### src/rtl/ncl_dr_pkg.sv
// Package: shared handshake encoding and per-pair classification helpers
// for the dual-rail register stage. Assumes rail pair order {true,false}.
package ncl_dr_pkg;

    // Handshake level seen on ack lines.
    typedef enum logic {
        REQ_NULL = 1'b0,
        REQ_DATA = 1'b1
    } hs_req_e;

    // Pair holds exactly one asserted rail (a value).
    function automatic logic pair_valid(input logic rt, input logic rf);
        return rt ^ rf;
    endfunction

    // Pair holds the spacer code.
    function automatic logic pair_spacer(input logic rt, input logic rf);
        return ~(rt | rf);
    endfunction

    // Pair holds the illegal code.
    function automatic logic pair_clash(input logic rt, input logic rf);
        return rt & rf;
    endfunction

endpackage

### src/rtl/ncl_dr_comp_det.sv
// Completion detector: classifies a dual-rail bus as fully valid, fully
// spacer, and flags any illegal pair. Purely combinational.
// Assumes WIDTH >= 1.
module ncl_dr_comp_det
    import ncl_dr_pkg::*;
#(
    parameter int WIDTH = 4
) (
    input  logic [WIDTH-1:0] rail_t,
    input  logic [WIDTH-1:0] rail_f,
    output logic             all_valid,
    output logic             all_spacer,
    output logic             any_clash
);

    logic [WIDTH-1:0] bit_valid;
    logic [WIDTH-1:0] bit_spacer;
    logic [WIDTH-1:0] bit_clash;

    // Per-pair classification.
    for (genvar i = 0; i < WIDTH; i++) begin : g_pair
        assign bit_valid[i]  = pair_valid(rail_t[i], rail_f[i]);
        assign bit_spacer[i] = pair_spacer(rail_t[i], rail_f[i]);
        assign bit_clash[i]  = pair_clash(rail_t[i], rail_f[i]);
    end

    // Reduce the per-pair results into word-level completion.
    always_comb begin
        all_valid  = &bit_valid;
        all_spacer = &bit_spacer;
        any_clash  = |bit_clash;
    end

endmodule

### src/rtl/ncl_dr_hyst_cell.sv
// Hysteresis cell for one rail: sets on set_en, clears on clr_en,
// otherwise holds. Assumes set_en and clr_en are never high together.
// Reset value is 0 (spacer).
module ncl_dr_hyst_cell (
    input  logic clk,
    input  logic rst_n,
    input  logic set_en,
    input  logic clr_en,
    output logic rail_q
);

    // Hold state, moving only on a full set or full clear condition.
    always_ff @(posedge clk) begin
        if (!rst_n) begin
            rail_q <= 1'b0;
        end else if (set_en) begin
            rail_q <= 1'b1;
        end else if (clr_en) begin
            rail_q <= 1'b0;
        end
    end

endmodule

### src/rtl/ncl_dr_ack_gen.sv
// Request generator: turns output completion into the request sent to the
// preceding stage. Requests spacer once outputs are all valid and data
// once outputs are all spacer; holds in between. Resets to request-data.
module ncl_dr_ack_gen
    import ncl_dr_pkg::*;
(
    input  logic clk,
    input  logic rst_n,
    input  logic out_all_valid,
    input  logic out_all_spacer,
    output logic ack_q
);

    hs_req_e req_q;

    // Track completion of the held word with hysteresis.
    always_ff @(posedge clk) begin
        if (!rst_n) begin
            req_q <= REQ_DATA;
        end else if (out_all_valid) begin
            req_q <= REQ_NULL;
        end else if (out_all_spacer) begin
            req_q <= REQ_DATA;
        end
    end

    assign ack_q = req_q;

endmodule

### src/rtl/ncl_dr_err_sticky.sv
// Sticky error latch: raised by any illegal pair on either side of the
// stage, cleared only by reset.
module ncl_dr_err_sticky (
    input  logic clk,
    input  logic rst_n,
    input  logic in_clash,
    input  logic out_clash,
    output logic err_q
);

    // Accumulate illegal-code events.
    always_ff @(posedge clk) begin
        if (!rst_n) begin
            err_q <= 1'b0;
        end else if (in_clash || out_clash) begin
            err_q <= 1'b1;
        end
    end

endmodule

### src/rtl/ncl_dr_reg_stage.sv
// Dual-rail register stage. Each rail is held by a hysteresis cell that
// captures a complete valid word when the next stage asks for data and the
// stage is empty, and releases to spacer only when the whole input is spacer
// and the next stage asks for spacer. Assumes the producer honours ack_out.
module ncl_dr_reg_stage
    import ncl_dr_pkg::*;
#(
    parameter int WIDTH = 4
) (
    input  logic             clk,
    input  logic             rst_n,
    input  logic [WIDTH-1:0] in_t,
    input  logic [WIDTH-1:0] in_f,
    input  logic             ack_in,
    output logic [WIDTH-1:0] out_t,
    output logic [WIDTH-1:0] out_f,
    output logic             ack_out,
    output logic             err_flag
);

    localparam int NRAIL = 2 * WIDTH;

    logic             in_all_valid, in_all_spacer, in_any_clash;
    logic             out_all_valid, out_all_spacer, out_any_clash;
    logic             capture_go, release_go;
    logic [NRAIL-1:0] rail_in;
    logic [NRAIL-1:0] rail_q;

    // Completion over the incoming wavefront.
    ncl_dr_comp_det #(.WIDTH(WIDTH)) in_det_i (
        .rail_t    (in_t),
        .rail_f    (in_f),
        .all_valid (in_all_valid),
        .all_spacer(in_all_spacer),
        .any_clash (in_any_clash)
    );

    // Completion over the held wavefront.
    ncl_dr_comp_det #(.WIDTH(WIDTH)) out_det_i (
        .rail_t    (out_t),
        .rail_f    (out_f),
        .all_valid (out_all_valid),
        .all_spacer(out_all_spacer),
        .any_clash (out_any_clash)
    );

    // Word-level gating of set and clear for the rail cells.
    always_comb begin
        capture_go = (ack_in == REQ_DATA) && in_all_valid && out_all_spacer;
        release_go = (ack_in == REQ_NULL) && in_all_spacer;
    end

    assign rail_in = {in_f, in_t};

    // One hysteresis cell per rail.
    for (genvar r = 0; r < NRAIL; r++) begin : g_rail
        ncl_dr_hyst_cell cell_i (
            .clk   (clk),
            .rst_n (rst_n),
            .set_en(capture_go && rail_in[r]),
            .clr_en(release_go),
            .rail_q(rail_q[r])
        );
    end

    assign out_t = rail_q[WIDTH-1:0];
    assign out_f = rail_q[NRAIL-1:WIDTH];

    // Request back to the preceding stage.
    ncl_dr_ack_gen ack_gen_i (
        .clk           (clk),
        .rst_n         (rst_n),
        .out_all_valid (out_all_valid),
        .out_all_spacer(out_all_spacer),
        .ack_q         (ack_out)
    );

    // Illegal-code monitor.
    ncl_dr_err_sticky err_i (
        .clk      (clk),
        .rst_n    (rst_n),
        .in_clash (in_any_clash),
        .out_clash(out_any_clash),
        .err_q    (err_flag)
    );

endmodule

### config.mk
export PLATFORM = sky130hd
export DESIGN_NAME = ncl_dr_reg_stage
export DESIGN_NICKNAME = d
export VERILOG_FILES = /design/src/rtl/ncl_dr_pkg.sv /design/src/rtl/ncl_dr_comp_det.sv /design/src/rtl/ncl_dr_hyst_cell.sv /design/src/rtl/ncl_dr_ack_gen.sv /design/src/rtl/ncl_dr_err_sticky.sv /design/src/rtl/ncl_dr_reg_stage.sv
export SDC_FILE = /design/constraint.sdc
export NUM_CORES = 1
export LEC_CHECK = 0
export ABC_AREA = 1
export ABC_CLOCK_PERIOD_IN_PS = 3000
export BUFFER_PORTS_ARGS = -buffer_cell sky130_fd_sc_hd__buf_2
export CORE_MARGIN = 10
export CORE_UTILIZATION = 45
export DETAILED_ROUTE_END_ITERATION = 6
export PLACE_DENSITY = 0.77
export RECOVER_POWER = 50
export SLEW_MARGIN = 20
export SYNTH_ARGS = -nofsm -noshare
export SYNTH_HDL_FRONTEND = slang
export SYNTH_SLANG_ARGS = --single-unit
### constraint.sdc
create_clock -name clk -period 3 [get_ports clk]
set_clock_uncertainty 0.2 [all_clocks]
set_input_delay 0.15 -clock clk [delete_from_list [all_inputs] [get_ports clk]]
set_output_delay 0.15 -clock clk [all_outputs]
set_load 0.005 [all_outputs]
[Word level (Yosys, flattened, before mapping)]
Cells that the tools add are included.
Storage, ports and cells
  register bits after elaboration: 10
  input port bits: 11
  output and inout bits: 10
Operators by class
  bitwise logic cells: 33
  muxes and demuxes: 11
  reduce and logical (&&, ||, !) cells: 27
Operators by type and width (number)
  nonzero test 2 bit: 9
  AND reduction 4 bit: 4
  logical AND 1 bit: 11
  2-to-1 mux 1 bit: 11
  NOT 1 bit: 9
  AND 1 bit: 8
  OR 1 bit: 8
  OR reduction 4 bit: 2
  bitwise XOR 1 bit: 8
  logical OR 1 bit: 1

[Logic depth before layout (Yosys ltp)]
  depth in word-level cells: 6
  mapped depth: 6

[By module]
Synthesis repeated with hierarchy kept, for this count alone.
Unflattened totals
  cells, all modules: 126
  area total of the unflattened synthesis: 832.0 um^2
Modules (own cells, without submodules)
  ncl_dr_hyst_cell: times used 8, sequential area each 20.0 um^2, area an instance 43.8 um^2, cells an instance 6
  ncl_dr_comp_det: times used 2, sequential area each 0.0 um^2, area an instance 163.9 um^2, cells an instance 25
  ncl_dr_reg_stage: times used 1, sequential area each 0.0 um^2, area an instance 85.1 um^2, cells an instance 19
  ncl_dr_err_sticky: times used 1, sequential area each 20.0 um^2, area an instance 36.3 um^2, cells an instance 5
  ncl_dr_ack_gen: times used 1, sequential area each 20.0 um^2, area an instance 32.5 um^2, cells an instance 4

[Worst setup path after synthesis]
OpenSTA, ideal clock, no wires.
  path type: register -> register
  start: register g_rail[1].cell_i.rail_q
  end: register ack_gen_i.req_q (netlist: ack_gen_i.ack_q)
  data arrival time: 0.905 ns
  stages on the path, launching flop included: 7
  data required time: 2.681 ns
  setup time: 0.119 ns
  slack: 1.776 ns
  cells stage by stage: dfxtp_1 > inv_1 > ha_1 > nand2_1 > nor2_4 > o21ai_0 > nand2_1
On the way
  cells in the longest elaborated chain, start to end: 4
  elaborated cells on any way between the ends: 7
  those cells by class: mux: 1; bitwise: 3; reduce/logical: 3
Ends and longest elaborated chain
  start: declaration: RTL line ncl_dr_hyst_cell.sv:9  | output logic rail_q
  start signal: assignment: RTL line ncl_dr_hyst_cell.sv:15  | rail_q <= 1'b0;
  start signal: assignment: RTL line ncl_dr_hyst_cell.sv:17  | rail_q <= 1'b1;
  start signal: assignment: RTL line ncl_dr_hyst_cell.sv:19  | rail_q <= 1'b0;
  OR 1 bit: RTL line ncl_dr_pkg.sv:18  | return ~(rt | rf);
  NOT 1 bit: RTL line ncl_dr_pkg.sv:18
  AND reduction 4 bit: RTL line ncl_dr_comp_det.sv:30  | all_spacer = &bit_spacer;
  nonzero test 2 bit (no line)
  end signal: assignment: RTL line ncl_dr_ack_gen.sv:19  | req_q <= REQ_DATA;
  end signal: assignment: RTL line ncl_dr_ack_gen.sv:21  | req_q <= REQ_NULL;
  end signal: assignment: RTL line ncl_dr_ack_gen.sv:23  | req_q <= REQ_DATA;
  end: declaration: RTL line ncl_dr_ack_gen.sv:14  | hs_req_e req_q;
Several ways; a longest one is shown, not always the timed one.
A chain may end at the register's enable or synchronous reset.

[Final worst setup path]
  start: input in_t[1]
  end: register g_rail[7].cell_i.rail_q
On the way
  cells in the longest elaborated chain, start to end: 6
  elaborated cells on any way between the ends: 11
  those cells by class: mux: 1; bitwise: 3; reduce/logical: 7
Ends and longest elaborated chain
  start: declaration: RTL line ncl_dr_reg_stage.sv:12  | input logic [WIDTH-1:0] in_t,
  bitwise XOR 1 bit: RTL line ncl_dr_pkg.sv:13  | return rt ^ rf;
  AND reduction 4 bit: RTL line ncl_dr_comp_det.sv:29  | all_valid = &bit_valid;
  logical AND 1 bit (2 in a row): RTL line ncl_dr_reg_stage.sv:49  | capture_go = (ack_in == REQ_DATA) && in_all_valid && out_all_spacer;
  logical AND 1 bit: RTL line ncl_dr_reg_stage.sv:60  | .set_en(capture_go && rail_in[r]),
  2-to-1 mux 1 bit or nonzero test 2 bit (tied branches)
  end signal: assignment: RTL line ncl_dr_hyst_cell.sv:15
  end signal: assignment: RTL line ncl_dr_hyst_cell.sv:17
  end signal: assignment: RTL line ncl_dr_hyst_cell.sv:19
  end: declaration: RTL line ncl_dr_hyst_cell.sv:9
Several ways; a longest one is shown, not always the timed one.

==> impl_metrics.toml <==
[synth]
seq_area_frac_synth_pct = 26.7
synth_warnings = 0
synth_cell_types = 15
synth_nets = 122
synth_seq_cells = 10
netlist_area_sq_um = 749
avgSynthCellArea_sq_um = 7.89
syn_inst = 95

[floorplan]
rows = 14
core-area_sq_um = 1540
die_area_sq_um = 3700
ios = 21
dieHeight_um = 60.8
start_util_pct = 48.6
die_x_um = 60.8

[clocking]
h-tree-depth = 1
cts_sinks = 10
root_buffer = "clkbuf_4"
ctsHoldBuffers = 8
clkTransAtPathRegs_ns = 0.06
cts_tree = "yes"
cts_buffer_depth = 2
worstSkewPairLatency_ns = 0.26
cts_inserted_buffers = 3
cts-resized-gates = 0
cts_setup_buffers = 0

[power_and_ir_drop]
p_int_uw = 207
p_seq_share_pct = 48.9
p_per_area_nw_per_um2 = 313
p_leak_nw = 0.445
power_frac_comb_pct = 19.7
swShare_pct = 26.7
total_power_uw = 283
power.switching_uw = 75.4
ir_drop_uv = 148
power_frac_clock_pct = 31.4

[placed_design]
dpl.cell_count = 123
dp_hpwl_um = 1330
gp_congestion = 0.772
io_buffers = 20

[critical_path]
crit-reg2reg-launch = "g_rail[6].cell_i.rail_q"
setup.worst_path.start_class = "input port"
cp.arrival_ns = 1.68
worstSetupPathType = "in2reg"
critPathLaunch = "in_t[1]"
r2r_cells = 6
crit_required_ns = 2.99
cp_max_fo = 8
r2r_setup_slack_ns = 1.60
r2r_end = "g_rail[7].cell_i.rail_q"
crit_path_end_kind = "register"

[min_path]
hp-start = "in_f[3]"
min_to = "g_rail[7].cell_i.rail_q"
hold_depth = 3
hp-class = "in2reg"

[routing]
via_count = 662
drcViolationCount = 0
wl_per_cell_um = 12.6
detail_route.first_pass.iterations = 4
drt_iter0_markers = 7
ant_nets = 0
vias_per_cell = 4.94
routed_wl_um = 1690

[cells_and_area]
final_cell_mix = "17 x inv_1, 16 x ha_1, 14 x buf_2, 10 x dfxtp_1"
fillCellCount = 160
multi_input_area_sq_um = 422
drive_gt1_share_pct = 17.8
antenna_cells = 0
register_area_sq_um = 200
final_common_cell = "inv_1"
area_growth_syn_to_layout_pct = 20.7
num-nets-final = 147
final_cells = 134

[timing]
setup_tns_ns = 0
setup_viol = 0
hold_viol = 0
max_slew_margin_pct = 83.2
rsz0062_at_grt = "no"
holdWs_ns = 0.0195
fin_crit_ns = 1.69
worst_slew_pin_slew_ns = 0.251
post-route-period-util_pct = 56.3
max_freq_mhz = 592
final_max_slew_viol_count = 0

[outcome]
status = "finished clean"

[grt]
grt_pass1_wl_um = 2790
grt_start_max_net_pins = 10
grt_overflow_total = 0
grt_pass1_vias = 620
antenna_found_initial = 0
grt.total_usage_pct = 10.2

[flow_run]
cap_violations = 0
-- logic make-up after synthesis --
family / after synthesis / share of synthesized area (%)
buf+inv: 26 / 17.0
compound gates: 17 / 11.4
simple gates: 26 / 18.2
fa+ha+maj: 16 / 26.7
flops: 10 / 26.7
-- cell type report --
type,count,share of cell area (%)
multi-input cells,59,46.6
inverters,18,7.47
repair buffers,28,19.1
clock buffers,3,2.49
well taps,16,2.21
flip-flops and latches,10,22.1
-- synth_stat cells, drive strengths merged --
cell type / n / area [sq um]
a21oi: 8 / 40.0
buf: 8 / 60.1
clkinv: 1 / 3.75
dfxtp: 10 / 200
ha: 16 / 200
inv: 17 / 63.8
nand2: 7 / 28.8
nand3: 10 / 55.1
nand4: 1 / 6.26
nor2: 7 / 41.3
nor3: 1 / 5.00
o21ai: 9 / 45.0
-- state kept, by name (all words and copies together), names as in the netlist --
signal and cells:
ack_gen_i.ack_q 1, g_rail.cell_i.rail_q 8, err_i.err_q 1
-- how the worst max path moves through the flow --
stage / slack [ns] / cells after the start / endpoint
floorplan: 1.78 / 6 / ack_gen_i.ack_q
finish: 1.31 / 8 / g_rail[7].cell_i.rail_q
CTS: 1.34 / 8 / g_rail[7].cell_i.rail_q
detailed placement: 1.62 / 6 / g_rail[7].cell_i.rail_q
global route: 1.22 / 8 / g_rail[7].cell_i.rail_q
global placement: 1.67 / 6 / g_rail[1].cell_i.rail_q
-- metrics by stage --
stage                     setup slack, ns  utilization (%)  instance area (sq um)
after floorplan                      1.78                -                    749
after global placement               1.67             52.5                    810
after detailed placement             1.62             52.5                    810
after CTS                            1.34             59.2                    912
after global routing                 1.22             58.7                    905
final                                1.31             58.7                    905
-- critical path: stages --
cell and delay (ns):
dlygate4sd3_1 0.54, buf_2 0.13, inv_1 0.04, ha_1 0.28
nand3_2 0.10, nor2_4 0.17, nand3_1 0.12, a21oi_1 0.15
-- per-layer routing --
layer | wire length [um] | vias up | GRT usage [%]
met1 | 705 | 292 | 10.1
met4 | 65 | 0 | 10.7
met2 | 832 | 18 | 15.9
met5 | 0 | - | 0
li1 | - | 346 | -
met3 | 84 | 6 | 3.55
-- power by group through the flow --
stage                     Combinational (mW)  Sequential, mW  Clock, mW
final                                 0.0557           0.138     0.0887
after global routing                  0.0637           0.139      0.101
after CTS                             0.0566           0.138     0.0912
after detailed placement              0.0485           0.141          0
after global placement                0.0467           0.141          0
after floorplan                       0.0313           0.141          0
No activity file was read; power rests on OpenSTA's default activity.
